$ cat config.mk
export PLATFORM = sky130hd
export DESIGN_NAME = ring_cad_ctrl
export DESIGN_NICKNAME = d
export VERILOG_FILES = /design/src/rtl/ring_cad_pkg.sv /design/src/rtl/ring_cad_prescale.sv /design/src/rtl/ring_cad_timer.sv /design/src/rtl/ring_cad_seq.sv /design/src/rtl/ring_cad_ctrl.sv
export SDC_FILE = /design/constraint.sdc
export NUM_CORES = 1
export LEC_CHECK = 0
export BUFFER_PORTS_ARGS = -buffer_cell sky130_fd_sc_hd__buf_4
export CAP_MARGIN = 0
export CORE_ASPECT_RATIO = 1.5
export CORE_UTILIZATION = 40
export DETAILED_ROUTE_END_ITERATION = 10
export RECOVER_POWER = 25
export SLEW_MARGIN = 0
export SYNTH_ARGS = -nofsm -noshare
export SYNTH_HDL_FRONTEND = slang
export SYNTH_SLANG_ARGS = --single-unit
$ cat constraint.sdc
create_clock -name clk -period 4.9 [get_ports clk]
set_clock_uncertainty 0.05 [all_clocks]
set_input_delay 0.49 -clock clk [delete_from_list [all_inputs] [get_ports clk]]
set_output_delay 0.49 -clock clk [all_outputs]
set_load 0.05 [all_outputs]
$ cat src/rtl/ring_cad_pkg.sv
package ring_cad_pkg;

    typedef enum logic [1:0] {
        PH_OFF    = 2'd0,
        PH_RING   = 2'd1,
        PH_SILENT = 2'd2
    } phase_e;

    localparam int          LS_W    = 3;
    localparam logic [2:0]  LS_RING = 3'd4;
    localparam logic [2:0]  LS_OHT  = 3'd2;

    localparam int N_TMR   = 2;
    localparam int TMR_ACT = 0;
    localparam int TMR_SIL = 1;

    function automatic logic is_ring(input logic [LS_W-1:0] code);
        return code == LS_RING;
    endfunction

endpackage

$ cat src/rtl/ring_cad_prescale.sv
module ring_cad_prescale #(
    parameter int DIV = 200000
) (
    input  logic clk,
    input  logic rst,
    input  logic clr,
    output logic tick
);
    localparam int PW = (DIV > 1) ? $clog2(DIV) : 1;
    localparam logic [PW-1:0] LAST = PW'(DIV - 1);

    logic [PW-1:0] cnt;

    assign tick = (cnt == LAST);

    always_ff @(posedge clk) begin
        if (rst || clr)
            cnt <= '0;
        else if (tick)
            cnt <= '0;
        else
            cnt <= cnt + 1'b1;
    end
endmodule

$ cat src/rtl/ring_cad_timer.sv
module ring_cad_timer #(
    parameter int W = 16
) (
    input  logic         clk,
    input  logic         rst,
    input  logic         clr,
    input  logic         load,
    input  logic [W-1:0] load_val,
    input  logic         run,
    input  logic         tick,
    output logic         expire
);
    localparam logic [W-1:0] ONE = W'(1);

    logic [W-1:0] cnt;

    // zero and one both end the phase on the next tick
    assign expire = run && tick && (cnt <= ONE);

    always_ff @(posedge clk) begin
        if (rst || clr)
            cnt <= '0;
        else if (load)
            cnt <= load_val;
        else if (run && tick && !expire)
            cnt <= cnt - 1'b1;
    end
endmodule

$ cat src/rtl/ring_cad_seq.sv
module ring_cad_seq
    import ring_cad_pkg::*;
(
    input  logic   clk,
    input  logic   rst,
    input  logic   cmd_ring,
    input  logic   act_exp,
    input  logic   sil_exp,
    output phase_e phase,
    output logic   load_act,
    output logic   load_sil,
    output logic   pre_clr,
    output logic   tmr_clr
);
    phase_e phase_nx;

    always_comb begin
        phase_nx = phase;
        load_act = 1'b0;
        load_sil = 1'b0;
        if (!cmd_ring) begin
            phase_nx = PH_OFF;
        end else begin
            unique case (phase)
                PH_OFF: begin
                    phase_nx = PH_RING;
                    load_act = 1'b1;
                end
                PH_RING: if (act_exp) begin
                    phase_nx = PH_SILENT;
                    load_sil = 1'b1;
                end
                PH_SILENT: if (sil_exp) begin
                    phase_nx = PH_RING;
                    load_act = 1'b1;
                end
                default: phase_nx = PH_OFF;
            endcase
        end
    end

    assign tmr_clr = !cmd_ring;
    assign pre_clr = !cmd_ring || (phase == PH_OFF) || load_act || load_sil;

    always_ff @(posedge clk) begin
        if (rst)
            phase <= PH_OFF;
        else
            phase <= phase_nx;
    end
endmodule

$ cat src/rtl/ring_cad_ctrl.sv
module ring_cad_ctrl
    import ring_cad_pkg::*;
#(
    parameter int TICK_DIV = 200000,
    parameter int TMR_W    = 16
) (
    input  logic             clk,
    input  logic             rst,
    input  logic [2:0]       line_cmd,
    input  logic             act_en,
    input  logic             inact_en,
    input  logic [TMR_W-1:0] act_ms,
    input  logic [TMR_W-1:0] inact_ms,
    output logic             ring_on,
    output logic [2:0]       line_state,
    output logic             act_expire,
    output logic             inact_expire
);
    logic   cmd_ring;
    logic   tick;
    logic   pre_clr;
    logic   tmr_clr;
    logic   load_act;
    logic   load_sil;
    phase_e phase;

    logic [N_TMR-1:0] t_run;
    logic [N_TMR-1:0] t_load;
    logic [N_TMR-1:0] t_exp;
    logic [TMR_W-1:0] t_val [N_TMR];

    assign cmd_ring = is_ring(line_cmd);

    ring_cad_prescale #(.DIV(TICK_DIV)) u_pre (
        .clk  (clk),
        .rst  (rst),
        .clr  (pre_clr),
        .tick (tick)
    );

    ring_cad_seq u_seq (
        .clk      (clk),
        .rst      (rst),
        .cmd_ring (cmd_ring),
        .act_exp  (t_exp[TMR_ACT]),
        .sil_exp  (t_exp[TMR_SIL]),
        .phase    (phase),
        .load_act (load_act),
        .load_sil (load_sil),
        .pre_clr  (pre_clr),
        .tmr_clr  (tmr_clr)
    );

    assign t_run[TMR_ACT]  = (phase == PH_RING)   && act_en;
    assign t_run[TMR_SIL]  = (phase == PH_SILENT) && inact_en;
    assign t_load[TMR_ACT] = load_act;
    assign t_load[TMR_SIL] = load_sil;
    assign t_val[TMR_ACT]  = act_ms;
    assign t_val[TMR_SIL]  = inact_ms;

    for (genvar g = 0; g < N_TMR; g++) begin : g_tmr
        ring_cad_timer #(.W(TMR_W)) u_tmr (
            .clk      (clk),
            .rst      (rst),
            .clr      (tmr_clr),
            .load     (t_load[g]),
            .load_val (t_val[g]),
            .run      (t_run[g]),
            .tick     (tick),
            .expire   (t_exp[g])
        );
    end

    always_ff @(posedge clk) begin
        if (rst) begin
            act_expire   <= 1'b0;
            inact_expire <= 1'b0;
        end else begin
            act_expire   <= t_exp[TMR_ACT] && cmd_ring;
            inact_expire <= t_exp[TMR_SIL] && cmd_ring;
        end
    end

    assign ring_on    = (phase == PH_RING);
    assign line_state = (cmd_ring && phase == PH_SILENT) ? LS_OHT : line_cmd;
endmodule

**After elaboration in Yosys (flattened, before gate mapping)**

Index checks and enable logic that the tools add are counted.
W data, S select, Z words.

- Bits of input ports: 39
- Word-level logic and storage cells: 57
- Register bits after elaboration: 54
- Output and inout bits: 6

- Add/sub/neg operators: 3
- Order comparisons: 2
- Bitwise logic cells: 1
- Multiplexer cells: 14
- Eq/ne operators: 6
- Reductions and logical operators: 25

Operators with widths:

| kind | number |
|---|---|
| $mux W16 | 4 |
| $le A16 B1 Y1 const B | 2 |
| $sub A16 B1 Y16 const B | 2 |
| $add A18 B1 Y18 const B | 1 |
| $eq A18 B18 Y1 const B | 1 |
| $logic_and A1 B1 Y1 | 11 |
| $pmux W2 S3 | 1 |
| $logic_or A1 B1 Y1 | 5 |
| $mux W1 | 5 |
| $mux W2 | 2 |
| $ne A2 B1 Y1 const B | 2 |
| $reduce_bool A2 Y1 | 2 |
| $reduce_or A2 Y1 | 2 |
| $eq A3 B3 Y1 const B | 1 |
| $logic_not A1 Y1 | 3 |
| $mux W3 | 1 |
| $eq A2 B1 Y1 const B | 1 |
| $eq A2 B2 Y1 const B | 1 |
| $logic_not A2 Y1 | 1 |
| $pmux W1 S2 | 1 |
| $reduce_and A2 Y1 | 1 |
| $not A1 Y1 | 1 |

**Depth between registers and ports, before layout**

Gate-level depths: netlist (run 1).

- Depth in word-level cells: 11
- Depth in mapped cells: 9
- Mapped depth without buffers: 8

**By module**

A second synthesis (run 1) with hierarchy kept.

- Cell total of the unflattened synthesis: 363
- Area, all modules: 3204.3 um^2

Modules (own cells, without submodules):

| module | seq. area each (um^2) | instances | cells an instance | area each (um^2) |
|---|---|---|---|---|
| ring_cad_timer | 320.3 | 2 | 116 | 1013.5 |
| ring_cad_prescale | 360.3 | 1 | 103 | 927.1 |
| ring_cad_ctrl | 40.0 | 1 | 15 | 126.4 |
| ring_cad_seq | 40.0 | 1 | 13 | 123.9 |

**Worst setup path before layout (run 1)**

Ideal clock, no wire load.

- Path kind: register -> output
- Start point: register u_seq.phase[0]
- End point: output port line_state[2]
- Arrival: 1.717 ns
- Path buffers: 0
- Cell stages (with the launch flop): 3
- Required time: 4.360 ns
- Slack: 2.643 ns
- Cells stage by stage: dfxtp_1 and2b_1 a21boi_0

- Longest elaborated chain between the ends: 3

Ends and longest elaborated chain:

| what | RTL line | source |
|---|---|---|
| start, declared | ring_cad_seq.sv:9 | `output phase_e phase,` |
| start signal, assigned | ring_cad_seq.sv:49 | `phase <= phase_nx;` |
| $eq A2 B2 Y1 | ring_cad_ctrl.sv:85 | `assign line_state = (cmd_ring && phase == PH_SILENT) ? LS_OHT : line_cmd;` |
| $logic_and A1 B1 Y1 | ring_cad_ctrl.sv:85 |  |
| $mux W3 | ring_cad_ctrl.sv:85 |  |
| end, declared | ring_cad_ctrl.sv:15 | `output logic [2:0] line_state,` |

Every way passes these cells.

**Final worst setup path (run 1)**

- Start point: register g_tmr[1].u_tmr.cnt[9]
- End point: register g_tmr[0].u_tmr.cnt[0]

- Longest elaborated chain between the ends: 6
- Elaborated cells on any way between the ends: 7
- Classes of those cells: order compare (1); mux (4); reduce/logical (2)

Ends and longest elaborated chain:

| what | RTL line | source |
|---|---|---|
| start, declared | ring_cad_timer.sv:15 | `logic [W-1:0] cnt;` |
| start signal, assigned | ring_cad_timer.sv:24 | `cnt <= load_val;` |
| start signal, assigned | ring_cad_timer.sv:26 | `cnt <= cnt - 1'b1;` |
| $le A16 B1 Y1 * | ring_cad_timer.sv:18 | `assign expire = run && tick && (cnt <= ONE);` |
| $logic_and A1 B1 Y1 * | ring_cad_timer.sv:18 |  |
| $mux W1 * | ring_cad_seq.sv:33 | `PH_SILENT: if (sil_exp) begin` |
| $pmux W1 S2 * | ring_cad_seq.sv:24 | `unique case (phase)` |
| $mux W1 * | ring_cad_seq.sv:21 | `if (!cmd_ring) begin` |
| $mux W16 or $reduce_bool A2 Y1 (tied branches) | -- |  |
| end signal, assigned | ring_cad_timer.sv:24 |  |
| end signal, assigned | ring_cad_timer.sv:26 |  |
| end, declared | ring_cad_timer.sv:15 |  |

Every way passes the cells marked *; elsewhere a longest branch is shown, timed or not.
A chain may end at the register's enable or synchronous reset.

==> impl_results.md, run 1 <==
* Logic pwr share at 6.4%
* Reg2Reg Setup Slack at 1.97 ns
* Synthesized cell area at 2980 um2
* DIE HEIGHT at 108 um
* Fin. max-slew vios at 0
* Rel. slew slack at 29.5%
* CTS Buf Count at 5
* Total Power at 0.800 mW
* Unique masters post-synth at 60
* Fin crit period at 2.93 ns
* IO buf count at 44
* Switching power at 0.181 mW
* IO Pins at 45
* Ratio of cells with drive above 1 in the final layout at 18.2%
* First-pass GRT wire length at 11,900 um
* RSZ-0062 raised after global routing: no
* Clock latency at the later pin of the worst-skew pair at 0.31 ns
* Synthesis-to-layout area growth at 16.7%
* Most common cell after layout, fill and taps aside: dfxtp_1
* Hold Path Sink: g_tmr[0].u_tmr.cnt[1]
* Fill count at 735
* Sw Share at 22.6%
* CTS root buf: clkbuf_8
* Internal power at 0.619 mW
* TritonCTS clock tree: built
* Max clock buf depth at 2
* Hold Path Stages at 3
* Total global routing overflow at 0
* Outcome: completed
* Largest net degree at the start of global routing at 27
* FF-to-FF Start: g_tmr[1].u_tmr.cnt[9]
* Max VDD drop at 0.119 mV
* Placed cells at 477
* Flop pwr share at 55.1%
* Gp weighted congestion at 0.809
* Setup TNS at 0 ns
* Ant diodes at 0
* Core area at 7230 um2
* Wirelength, routed at 6860 um
* Min-Delay Startpoint: act_ms[1]
* Worst hold slack at 0.385 ns
* Drt via density at 5.31
* Row count at 38
* Ratio of final minimum period to clock period at 59.8%
* Die area at 7790 um2
* Worst Path Required at 5.01 ns
* Worst Tran Pin Value at 1.06 ns
* Post-layout util at 48.1%
* DP Area at 3390 um2
* Post-synth EDFFs at 0
* Maximum clock frequency at 0.341 GHz
* Non-Filler Instances at 485
* R2R Path End: g_tmr[0].u_tmr.cnt[0]
* Hold_buf cts at 0
* Post-synth ARST share at 0%
* Routed len/inst at 14.1 um
* Syn_nets at 387
* # setup viols final at 0
* Nets@finish at 428
* Post-Syn Area per Cell at 8.67 um2
* Final WS setup at 1.97 ns
* Vias at 2,575
* Leakage power at 1.20 nW
* Min-delay worst type: primary input to flip-flop
* Cell count after synthesis at 343
* ANT nets after route at 0
* Worst Setup SP: g_tmr[1].u_tmr.cnt[9]
* Clock Sinks at 54
* Die width at 72.4 um
* Number of global-route vias before repair at 2,561
* CTS clk-pin slew, worst paths at 0.10 ns
* Violation count after the first detailed-routing iteration at 62
* Max-Cap Viols at 0
* H-tree Lvls at 2
* Post-route cell area at 3470 um2
* Clock share of power at 38.5%
* Pre-CTS WS at 2.19 ns
* Post-CTS Setup Repair Bufs at 0
* Final Hold Viols at 0
* Worst reg-to-reg path cell count at 6
* DRC at 0
* Critical path fanouts, max at 24
* Synth warn at 0
* Top_reg_cell synth: dfxtp_1
* Initial antenna violation count at 0
* Initial core utilization at 41.2%
* Pwr dens at 230 nW/um2
* Most frequent cells in the layout: 54 x dfxtp_1, 44 x nor2_1, 38 x buf_4, 26 x nand2_1, 20 x xnor2_1
* Gr usage total at 19.3%
* Worst Path Arrival at 3.04 ns
* Kind of critical path: flip-flop to flip-flop
* Yosys reg bits at 54
* Sequential area share after synthesis at 36.3%
* Startpoint Class: flip-flop
* Crit. End Element: flip-flop
* CTS resizes at 0
* Drt pass-1 iters at 4
* DP HPWL at 5160 um
critical path, stage by stage (launching register included):
cell and delay [ns]:
dfxtp_1 0.38, nor4_1 0.67, and4_1 0.38, and2_0 0.31
a41oi_2 0.55, o21ai_0 0.37, a21oi_1 0.06
registers in the layout, summed over array words and instances (netlist names):
signal           count
act_expire           1
inact_expire         1
g_tmr.u_tmr.cnt     32
u_pre.cnt           18
u_seq.phase          2
power groups by stage:
| stage | registers, mW | logic, mW | clock network, mW |
|---|---|---|---|
| 6_report | 0.441 | 0.0509 | 0.308 |
| 5_1_grt | 0.441 | 0.0552 | 0.332 |
| 4_1_cts | 0.441 | 0.0527 | 0.313 |
| 3_5_place_dp | 0.451 | 0.0525 | 0 |
| 3_3_place_gp | 0.451 | 0.0522 | 0 |
| 2_1_floorplan | 0.450 | 0.0218 | 0 |
final cells by class:
class | instances | area, um2 | share of cell area [%]
clock buffer | 5 | 68.8 | 1.98
clock inverter | 3 | 43.8 | 1.26
inverter | 7 | 26.3 | 0.756
multi-input combinational | 271 | 1820 | 52.3
sequential | 54 | 1080 | 31.1
tap | 100 | 125 | 3.60
timing repair buffer | 45 | 312 | 8.97
worst max-delay path by stage:
stage | endpoint | slack [ns]
4_1_cts | g_tmr[0].u_tmr.cnt[7] | 2.17
3_5_place_dp | g_tmr[0].u_tmr.cnt[7] | 2.19
3_3_place_gp | g_tmr[0].u_tmr.cnt[7] | 2.24
2_1_floorplan | line_state[2] | 2.64
5_1_grt | g_tmr[0].u_tmr.cnt[2] | 1.73
6_report | g_tmr[0].u_tmr.cnt[0] | 1.97
layer usage:
layer | vias up | global-route usage, % | share of wire (%)
met4 | 0 | 7.00 | 2.4
met3 | 12 | 2.81 | 3.0
met2 | 47 | 35.8 | 53
li1 | 1309 | - | -
met5 | - | 0 | 0
met1 | 1207 | 21.8 | 42
synth_stat cells (2+ instances only):
library cell,count,share of area [%]
or3_1,3,0.63
nand2_1,26,3.3
a31oi_1,4,0.84
nor3_1,10,1.7
o21ai_0,6,1.0
nor4_2,9,3.8
buf_2,2,0.34
nand2b_1,2,0.42
xnor2_1,20,5.9
dfxtp_1,54,36
inv_1,7,0.88
a2111oi_4,2,1.9
o21ai_1,9,1.5
and4_1,4,1.2
mux2i_1,2,0.67
and2b_1,2,0.50
and3_1,5,1.1
a32oi_1,2,0.59
a211oi_1,13,3.3
o211ai_1,2,0.50
a21oi_1,17,2.9
nand3_1,14,2.4
or2_2,2,0.42
nand4_1,4,0.84
and2_1,6,1.3
nand3b_1,2,0.50
nor2b_1,5,1.1
xor2_1,18,5.3
nor2_1,44,5.6
o22ai_1,2,0.42
nor4_1,4,0.84
clkbuf_1,9,1.1
ha_1,5,2.1
cell families (layout without fill, tap and decap cells):
| kind of cell | Yosys count | in the layout | share of synthesized area [%] |
|---|---|---|---|
| AO/OA/AOI/OAI | 69 | 69 | 16.9 |
| XOR/XNOR | 38 | 38 | 11.2 |
| adder cells (fa/ha/maj) | 5 | 5 | 2.10 |
| buffers and inverters | 18 | 60 | 2.36 |
| flip-flops | 54 | 54 | 36.3 |
| multiplexers | 2 | 2 | 0.673 |
| AND/OR/NAND/NOR | 157 | 157 | 30.5 |
(Power assumes the default switching activity.)
==> run 2, diff against run 1 <==
==> constraint.sdc (replaced) <==
create_clock -name clk -period 2.9 [get_ports clk]
set_clock_uncertainty 0.05 [all_clocks]
set_input_delay 0.29 -clock clk [delete_from_list [all_inputs] [get_ports clk]]
set_output_delay 0.29 -clock clk [all_outputs]
set_load 0.05 [all_outputs]
==> impl_results.md, run 2 (synthesis gave the netlist of run 1 again) <==
* DP HPWL at 5180 um (was 5160 um)
* Core area at 7230 um2 (unchanged)
* R2R Path End: g_tmr[1].u_tmr.cnt[7] (was g_tmr[0].u_tmr.cnt[0])
* Post-layout util at 48.8% (was 48.1%)
* Final Hold Viols at 0 (unchanged)
* # setup viols final at 0 (unchanged)
* Most frequent cells in the layout: 54 x dfxtp_1, 44 x nor2_1, 41 x buf_4, 26 x nand2_1, 20 x xnor2_1 (was 54 x dfxtp_1, 44 x nor2_1, 38 x buf_4, 26 x nand2_1, 20 x xnor2_1)
* Vias at 2,579 (was 2,575)
* Total Power at 1.43 mW (was 0.800 mW)
* Max clock buf depth at 2 (unchanged)
* Clock Sinks at 54 (unchanged)
* Post-CTS Setup Repair Bufs at 0 (unchanged)
* Clock latency at the later pin of the worst-skew pair at 0.31 ns (about the same)
* H-tree Lvls at 2 (unchanged)
* Max reg flops at 32 (unchanged)
* Number of global-route vias before repair at 2,551 (was 2,561)
* Fill count at 732 (was 735)
* CTS root buf: clkbuf_8 (unchanged)
* IO Pins at 45 (unchanged)
* Gp weighted congestion at 0.868 (was 0.809)
* CTS Buf Count at 5 (unchanged)
* Max-Cap Viols at 0 (unchanged)
* Setup TNS at 0 ns (unchanged)
* Row count at 38 (unchanged)
* Min-delay worst type: primary input to flip-flop (unchanged)
* Most common cell after layout, fill and taps aside: dfxtp_1 (unchanged)
* CTS clk-pin slew, worst paths at 0.10 ns (about the same)
* Nets@finish at 431 (was 428)
* Placed cells at 480 (was 477)
* Worst reg-to-reg path cell count at 8 (was 6)
* DIE HEIGHT at 108 um (unchanged)
* Critical path fanouts, max at 8 (was 24)
* Hold_buf cts at 0 (unchanged)
* Crit. End Element: flip-flop (unchanged)
* Worst Path Required at 3.07 ns (was 5.01 ns)
* Drt via density at 5.28 (was 5.31)
* Worst hold slack at 0.159 ns (was 0.385 ns)
* Rel. slew slack at 32.6% (was 29.5%)
* Top flop regs: g_tmr.u_tmr.cnt (32), u_pre.cnt (18), u_seq.phase (2) (unchanged)
* Leakage power at 1.23 nW (was 1.20 nW)
* Die width at 72.4 um (unchanged)
* Sequential standard cell area at 1080 um2 (unchanged)
* Violation count after the first detailed-routing iteration at 80 (was 62)
* Hold Path Sink: g_tmr[1].u_tmr.cnt[0] (was g_tmr[0].u_tmr.cnt[1])
* Reg2Reg Setup Slack at 0.38 ns (was 1.97 ns)
* Hold Path Stages at 3 (unchanged)
* RSZ-0062 raised after global routing: no (unchanged)
* Drt pass-1 iters at 4 (unchanged)
* Worst Path Arrival at 2.69 ns (was 3.04 ns)
* Startpoint Class: flip-flop (unchanged)
* Total global routing overflow at 0 (unchanged)
* Initial antenna violation count at 0 (unchanged)
* Outcome: completed (unchanged)
* Non-Filler Instances at 488 (was 485)
* Synthesis-to-layout area growth at 18.6% (was 16.7%)
* Wirelength, routed at 6940 um (was 6860 um)
* TritonCTS clock tree: built (unchanged)
* DRC at 0 (unchanged)
* Die area at 7790 um2 (unchanged)
* Ratio of cells with drive above 1 in the final layout at 19.3% (was 18.2%)
* Fin. max-slew vios at 0 (unchanged)
* Pwr dens at 406 nW/um2 (was 230 nW/um2)
* Routed len/inst at 14.2 um (was 14.1 um)
* Worst Tran Pin Value at 1.01 ns (was 1.06 ns)
* Most flops, register: g_tmr.u_tmr.cnt (unchanged)
* ANT nets after route at 0 (unchanged)
* Initial core utilization at 41.2% (unchanged)
* Min-Delay Startpoint: inact_ms[0] (was act_ms[1])
* Kind of critical path: flip-flop to flip-flop (unchanged)
* Max VDD drop at 0.257 mV (was 0.119 mV)
* Fin crit period at 2.52 ns (was 2.93 ns)
* Maximum clock frequency at 0.397 GHz (was 0.341 GHz)
* Ant diodes at 0 (unchanged)
* Largest net degree at the start of global routing at 27 (unchanged)
* CTS resizes at 0 (unchanged)
* Gr usage total at 19.1% (was 19.3%)
* First-pass GRT wire length at 11,600 um (was 11,900 um)
* FF-to-FF Start: g_tmr[1].u_tmr.cnt[0] (was g_tmr[1].u_tmr.cnt[9])
* Ratio of final minimum period to clock period at 86.8% (was 59.8%)
* IO buf count at 44 (unchanged)
* Area of the multi-input gates at 1820 um2 (about the same)
-- run 2: metal layers --
| layer | GRT usage, % | up-vias | wire, um |
|---|---|---|---|
| met2 | 36.2 | 43 | 3700 |
| li1 | - | 1315 | - |
| met4 | 6.02 | 0 | 98 |
| met1 | 21.0 | 1214 | 2910 |
| met3 | 3.09 | 7 | 238 |
| met5 | 0 | - | 0 |
-- run 2: where the power goes --
group          internal, mW  leakage [nW]  switching [mW]
Sequential            0.743         0.435         0.00201
Combinational        0.0444         0.727          0.0421
Clock                 0.346        0.0683           0.256
Total                  1.13          1.23           0.301
-- run 2: final cells by class --
type | instances | share of cell area, %
repair buffers | 48 | 9.47
well taps | 100 | 3.55
multi-input cells | 271 | 51.7
flip-flops and latches | 54 | 30.6
clock inverters | 3 | 1.95
clock buffers | 5 | 1.95
inverters | 7 | 0.745
-- run 2: stage by stage --
stage	setup slack, ns	area (um2)
5_1_grt	0.209	3530
6_report	0.383	3530
4_1_cts	0.370	3550
3_3_place_gp	0.439	3420
2_1_floorplan	0.680	2980
3_5_place_dp	0.391	3420
-- run 2: worst max-delay path: stages, from the launching register on --
cell and delay, ns:
dfxtp_1 0.39, inv_1 0.10, ha_1 0.25, o21ba_2 0.22
and4_1 0.23, a2111oi_4 0.61, nand4b_1 0.20, xor2_1 0.18
a211oi_2 0.21
-- run 2: worst max path at each step --
stage                           from                     to  cells past startpoint
2_1_floorplan  g_tmr[1].u_tmr.cnt[0]  g_tmr[1].u_tmr.cnt[7]                      8
3_3_place_gp   g_tmr[1].u_tmr.cnt[0]  g_tmr[1].u_tmr.cnt[7]                      8
3_5_place_dp   g_tmr[1].u_tmr.cnt[0]  g_tmr[1].u_tmr.cnt[8]                      8
4_1_cts        g_tmr[1].u_tmr.cnt[0]  g_tmr[1].u_tmr.cnt[7]                      8
5_1_grt        g_tmr[1].u_tmr.cnt[0]  g_tmr[1].u_tmr.cnt[7]                      8
6_report       g_tmr[1].u_tmr.cnt[0]  g_tmr[1].u_tmr.cnt[7]                      8
==> run 3, diff against run 2 <==
--- a/config.mk
+++ b/config.mk
@@ -5,6 +5,7 @@
 export SDC_FILE = /design/constraint.sdc
 export NUM_CORES = 1
 export LEC_CHECK = 0
+export ABC_AREA = 1
 export BUFFER_PORTS_ARGS = -buffer_cell sky130_fd_sc_hd__buf_4
 export CAP_MARGIN = 0
 export CORE_ASPECT_RATIO = 1.5
==> impl_results.md, run 3 <==
* Cell with the most instances after synthesis: nand2_1 (was dfxtp_1)
* R2R Path End: g_tmr[0].u_tmr.cnt[0] (was g_tmr[1].u_tmr.cnt[7])
* Drt via density at 5.00 (was 5.28)
* Yosys top cell area share at 29.9% (was 36.3%)
* Most flops, register: g_tmr.u_tmr.cnt (unchanged)
* Hold_buf cts at 0 (unchanged)
* Yosys reg bits at 54 (unchanged)
* Post-route cell area at 4130 um2 (was 3530 um2)
* Worst Path Arrival at 2.43 ns (was 2.69 ns)
* Critical path fanouts, max at 26 (was 8)
* Post-synth EDFFs at 0 (unchanged)
* Clock latency at the later pin of the worst-skew pair at 0.30 ns (was 0.31 ns)
* CTS root buf: clkbuf_16 (was clkbuf_8)
* Top_reg_cell synth: dfxtp_1 (unchanged)
* IO Pins at 45 (unchanged)
* Post-CTS Setup Repair Bufs at 0 (unchanged)
* Pwr dens at 358 nW/um2 (was 406 nW/um2)
* Unique masters post-synth at 40 (was 60)
* Worst reg-to-reg path cell count at 10 (was 8)
* Rel. slew slack at 5.86% (was 32.6%)
* H-tree Lvls at 2 (unchanged)
* First-pass GRT wire length at 15,100 um (was 11,600 um)
* Max reg flops at 32 (unchanged)
* ANT nets after route at 0 (unchanged)
* # setup viols final at 0 (unchanged)
* Drt pass-1 iters at 6 (was 4)
* Top post-synthesis cells by area: dfxtp_1 30%, nand2_1 13%, nand3_1 10%, nor2_1 7.8%, inv_1 7.4% (was dfxtp_1 36%, xnor2_1 5.9%, nor2_1 5.6%, xor2_1 5.3%, nor4_2 3.8%)
* Initial core utilization at 41.2% (about the same)
* Post-Syn Area per Cell at 6.40 um2 (was 8.67 um2)
* Worst hold slack at 0.265 ns (was 0.159 ns)
* Commonest cells in the netlist: 127 x nand2_1, 75 x nor2_1, 74 x nand3_1, 71 x inv_1, 54 x dfxtp_1 (was 54 x dfxtp_1, 44 x nor2_1, 26 x nand2_1, 20 x xnor2_1, 18 x xor2_1)
* RSZ-0062 raised after global routing: no (unchanged)
* Gr usage total at 20.3% (was 19.1%)
* Worst Path Required at 3.03 ns (was 3.07 ns)
* Core area at 8780 um2 (was 7230 um2)
* Post-layout util at 47.0% (was 48.8%)
* Die width at 79.6 um (was 72.4 um)
* Most frequent cells in the layout: 127 x nand2_1, 76 x nor2_1, 75 x nand3_1, 71 x inv_1, 54 x dfxtp_1 (was 54 x dfxtp_1, 44 x nor2_1, 41 x buf_4, 26 x nand2_1, 20 x xnor2_1)
* Pre-CTS WS at 0.619 ns (was 0.391 ns)
* CTS clk-pin slew, worst paths at 0.08 ns (was 0.10 ns)
* Number of global-route vias before repair at 3,379 (was 2,551)
* Kind of critical path: flip-flop to flip-flop (unchanged)
* Routed len/inst at 12.5 um (was 14.2 um)
* Max-Cap Viols at 0 (unchanged)
* FF-to-FF Start: u_pre.cnt[0] (was g_tmr[1].u_tmr.cnt[0])
* Cell count after synthesis at 565 (was 343)
* TritonCTS clock tree: built (unchanged)
* Final WS setup at 0.597 ns (was 0.383 ns)
* CTS Buf Count at 5 (unchanged)
* Violation count after the first detailed-routing iteration at 197 (was 80)
* Initial antenna violation count at 0 (unchanged)
* Crit. End Element: flip-flop (unchanged)
* Outcome: completed (unchanged)
* Startpoint Class: flip-flop (unchanged)
* Fin crit period at 2.30 ns (was 2.52 ns)
* Ratio of cells with drive above 1 in the final layout at 13.5% (was 19.3%)
* Synth warn at 0 (unchanged)
* Synth area leader: dfxtp_1 (unchanged)
* Max clock buf depth at 2 (unchanged)
* Min-delay worst type: primary input to flip-flop (unchanged)
* DRC at 0 (unchanged)
* Synthesized cell area at 3610 um2 (was 2980 um2)
* Final Hold Viols at 0 (unchanged)
* Clock Sinks at 54 (unchanged)
* Top flop regs: g_tmr.u_tmr.cnt (32), u_pre.cnt (18), u_seq.phase (2) (unchanged)
* Gp weighted congestion at 0.912 (was 0.868)
* Hold Path Stages at 5 (was 3)
* Die area at 9430 um2 (was 7790 um2)
* DP Area at 4020 um2 (was 3420 um2)
* Ant diodes at 0 (unchanged)
* CTS resizes at 0 (unchanged)
* Total global routing overflow at 0 (unchanged)
* Worst Tran Pin Value at 1.41 ns (was 1.01 ns)
* Hold Path Sink: g_tmr[1].u_tmr.cnt[12] (was g_tmr[1].u_tmr.cnt[0])
* Wirelength, routed at 8970 um (was 6940 um)
* Largest net degree at the start of global routing at 27 (unchanged)
* Fin. max-slew vios at 0 (unchanged)
* Max VDD drop at 0.192 mV (was 0.257 mV)
* Min-Delay Startpoint: inact_ms[12] (was inact_ms[0])
* Maximum clock frequency at 0.434 GHz (was 0.397 GHz)
* Ratio of final minimum period to clock period at 79.4% (was 86.8%)
* Fill count at 916 (was 732)
* Most common cell after layout, fill and taps aside: nand2_1 (was dfxtp_1)
* Setup TNS at 0 ns (unchanged)
* DIE HEIGHT at 118 um (was 108 um)
* Post-synth ARST share at 0% (unchanged)
* IO buf count at 44 (unchanged)
* Reg2Reg Setup Slack at 0.60 ns (was 0.38 ns)
* Vias at 3,578 (was 2,579)
* Sequential area share after synthesis at 29.9% (was 36.3%)
* DP HPWL at 6820 um (was 5180 um)
* Leakage power at 1.89 nW (was 1.23 nW)
* Synthesis-to-layout area growth at 14.2% (was 18.6%)
* Syn_nets at 609 (was 387)
* Row count at 42 (was 38)
* Nets@finish at 649 (was 431)
-- run 3: final cells by class --
cell class,count,area (um2),share of cell area [%]
clock buffers,5,125,3.03
clock inverters,3,22.5,0.545
inverters,75,282,6.82
multi-input cells,422,2150,52.0
flip-flops and latches,54,1080,26.2
well taps,110,138,3.33
repair buffers,47,334,8.09
-- run 3: worst max-delay path, stage by stage, from the launching register on --
cell and delay (ns):
dfxtp_1 0.35, ha_1 0.19, nand3_1 0.14, nor2_1 0.27, nand2_2 0.13, nor2_4 0.15
nand3_2 0.12, nand2_4 0.22, nand2_4 0.22, o21ai_0 0.25, a21oi_1 0.06
-- run 3: worst max path at each step --
stage	start	end	slack [ns]	cells after the start
detailed placement	g_tmr[1].u_tmr.cnt[0]	g_tmr[1].u_tmr.cnt[14]	0.62	11
global placement	g_tmr[1].u_tmr.cnt[0]	g_tmr[1].u_tmr.cnt[14]	0.61	11
finish	u_pre.cnt[0]	g_tmr[0].u_tmr.cnt[0]	0.60	10
CTS	g_tmr[1].u_tmr.cnt[0]	g_tmr[1].u_tmr.cnt[14]	0.57	11
global route	u_pre.cnt[0]	g_tmr[1].u_tmr.cnt[6]	0.32	11
floorplan	line_cmd[2]	line_state[2]	0.97	6
-- run 3: kinds of logic (layout without fill, tap and decap cells) --
logic type	count (synthesis)	after routing	synth area share [%]
adders and majority gates	5	5	1.73
xor gates and xnor gates	20	20	4.85
DFF	54	54	29.9
AOI/OAI and AO/OA	57	57	8.62
buffers and inverters	89	130	10.2
and+or+nand+nor	340	340	44.7
-- run 3: through the flow --
stage                     std cells  power, mW
final                           716       1.48
after global routing            716       1.55
after CTS                       716       1.50
after detailed placement        708      0.883
after global placement          708      0.882
after floorplan                 565      0.825
-- run 3: power by group --
part	total, mW	internal [mW]	switching (mW)	leakage (nW)
sequential	0.744	0.742	0.00203	0.435
combinational	0.120	0.0556	0.0642	1.38
clock	0.616	0.326	0.291	0.0746
-- run 3: metal layers --
metal	up-vias	part of all wire, %	routed length (um)	global-route usage [%]
met3	10	3.6	327	2.78
met5	-	0	0	0
met4	0	1.7	153	7.50
met2	69	51	4550	36.5
li1	1897	-	-	-
met1	1602	44	3940	23.6
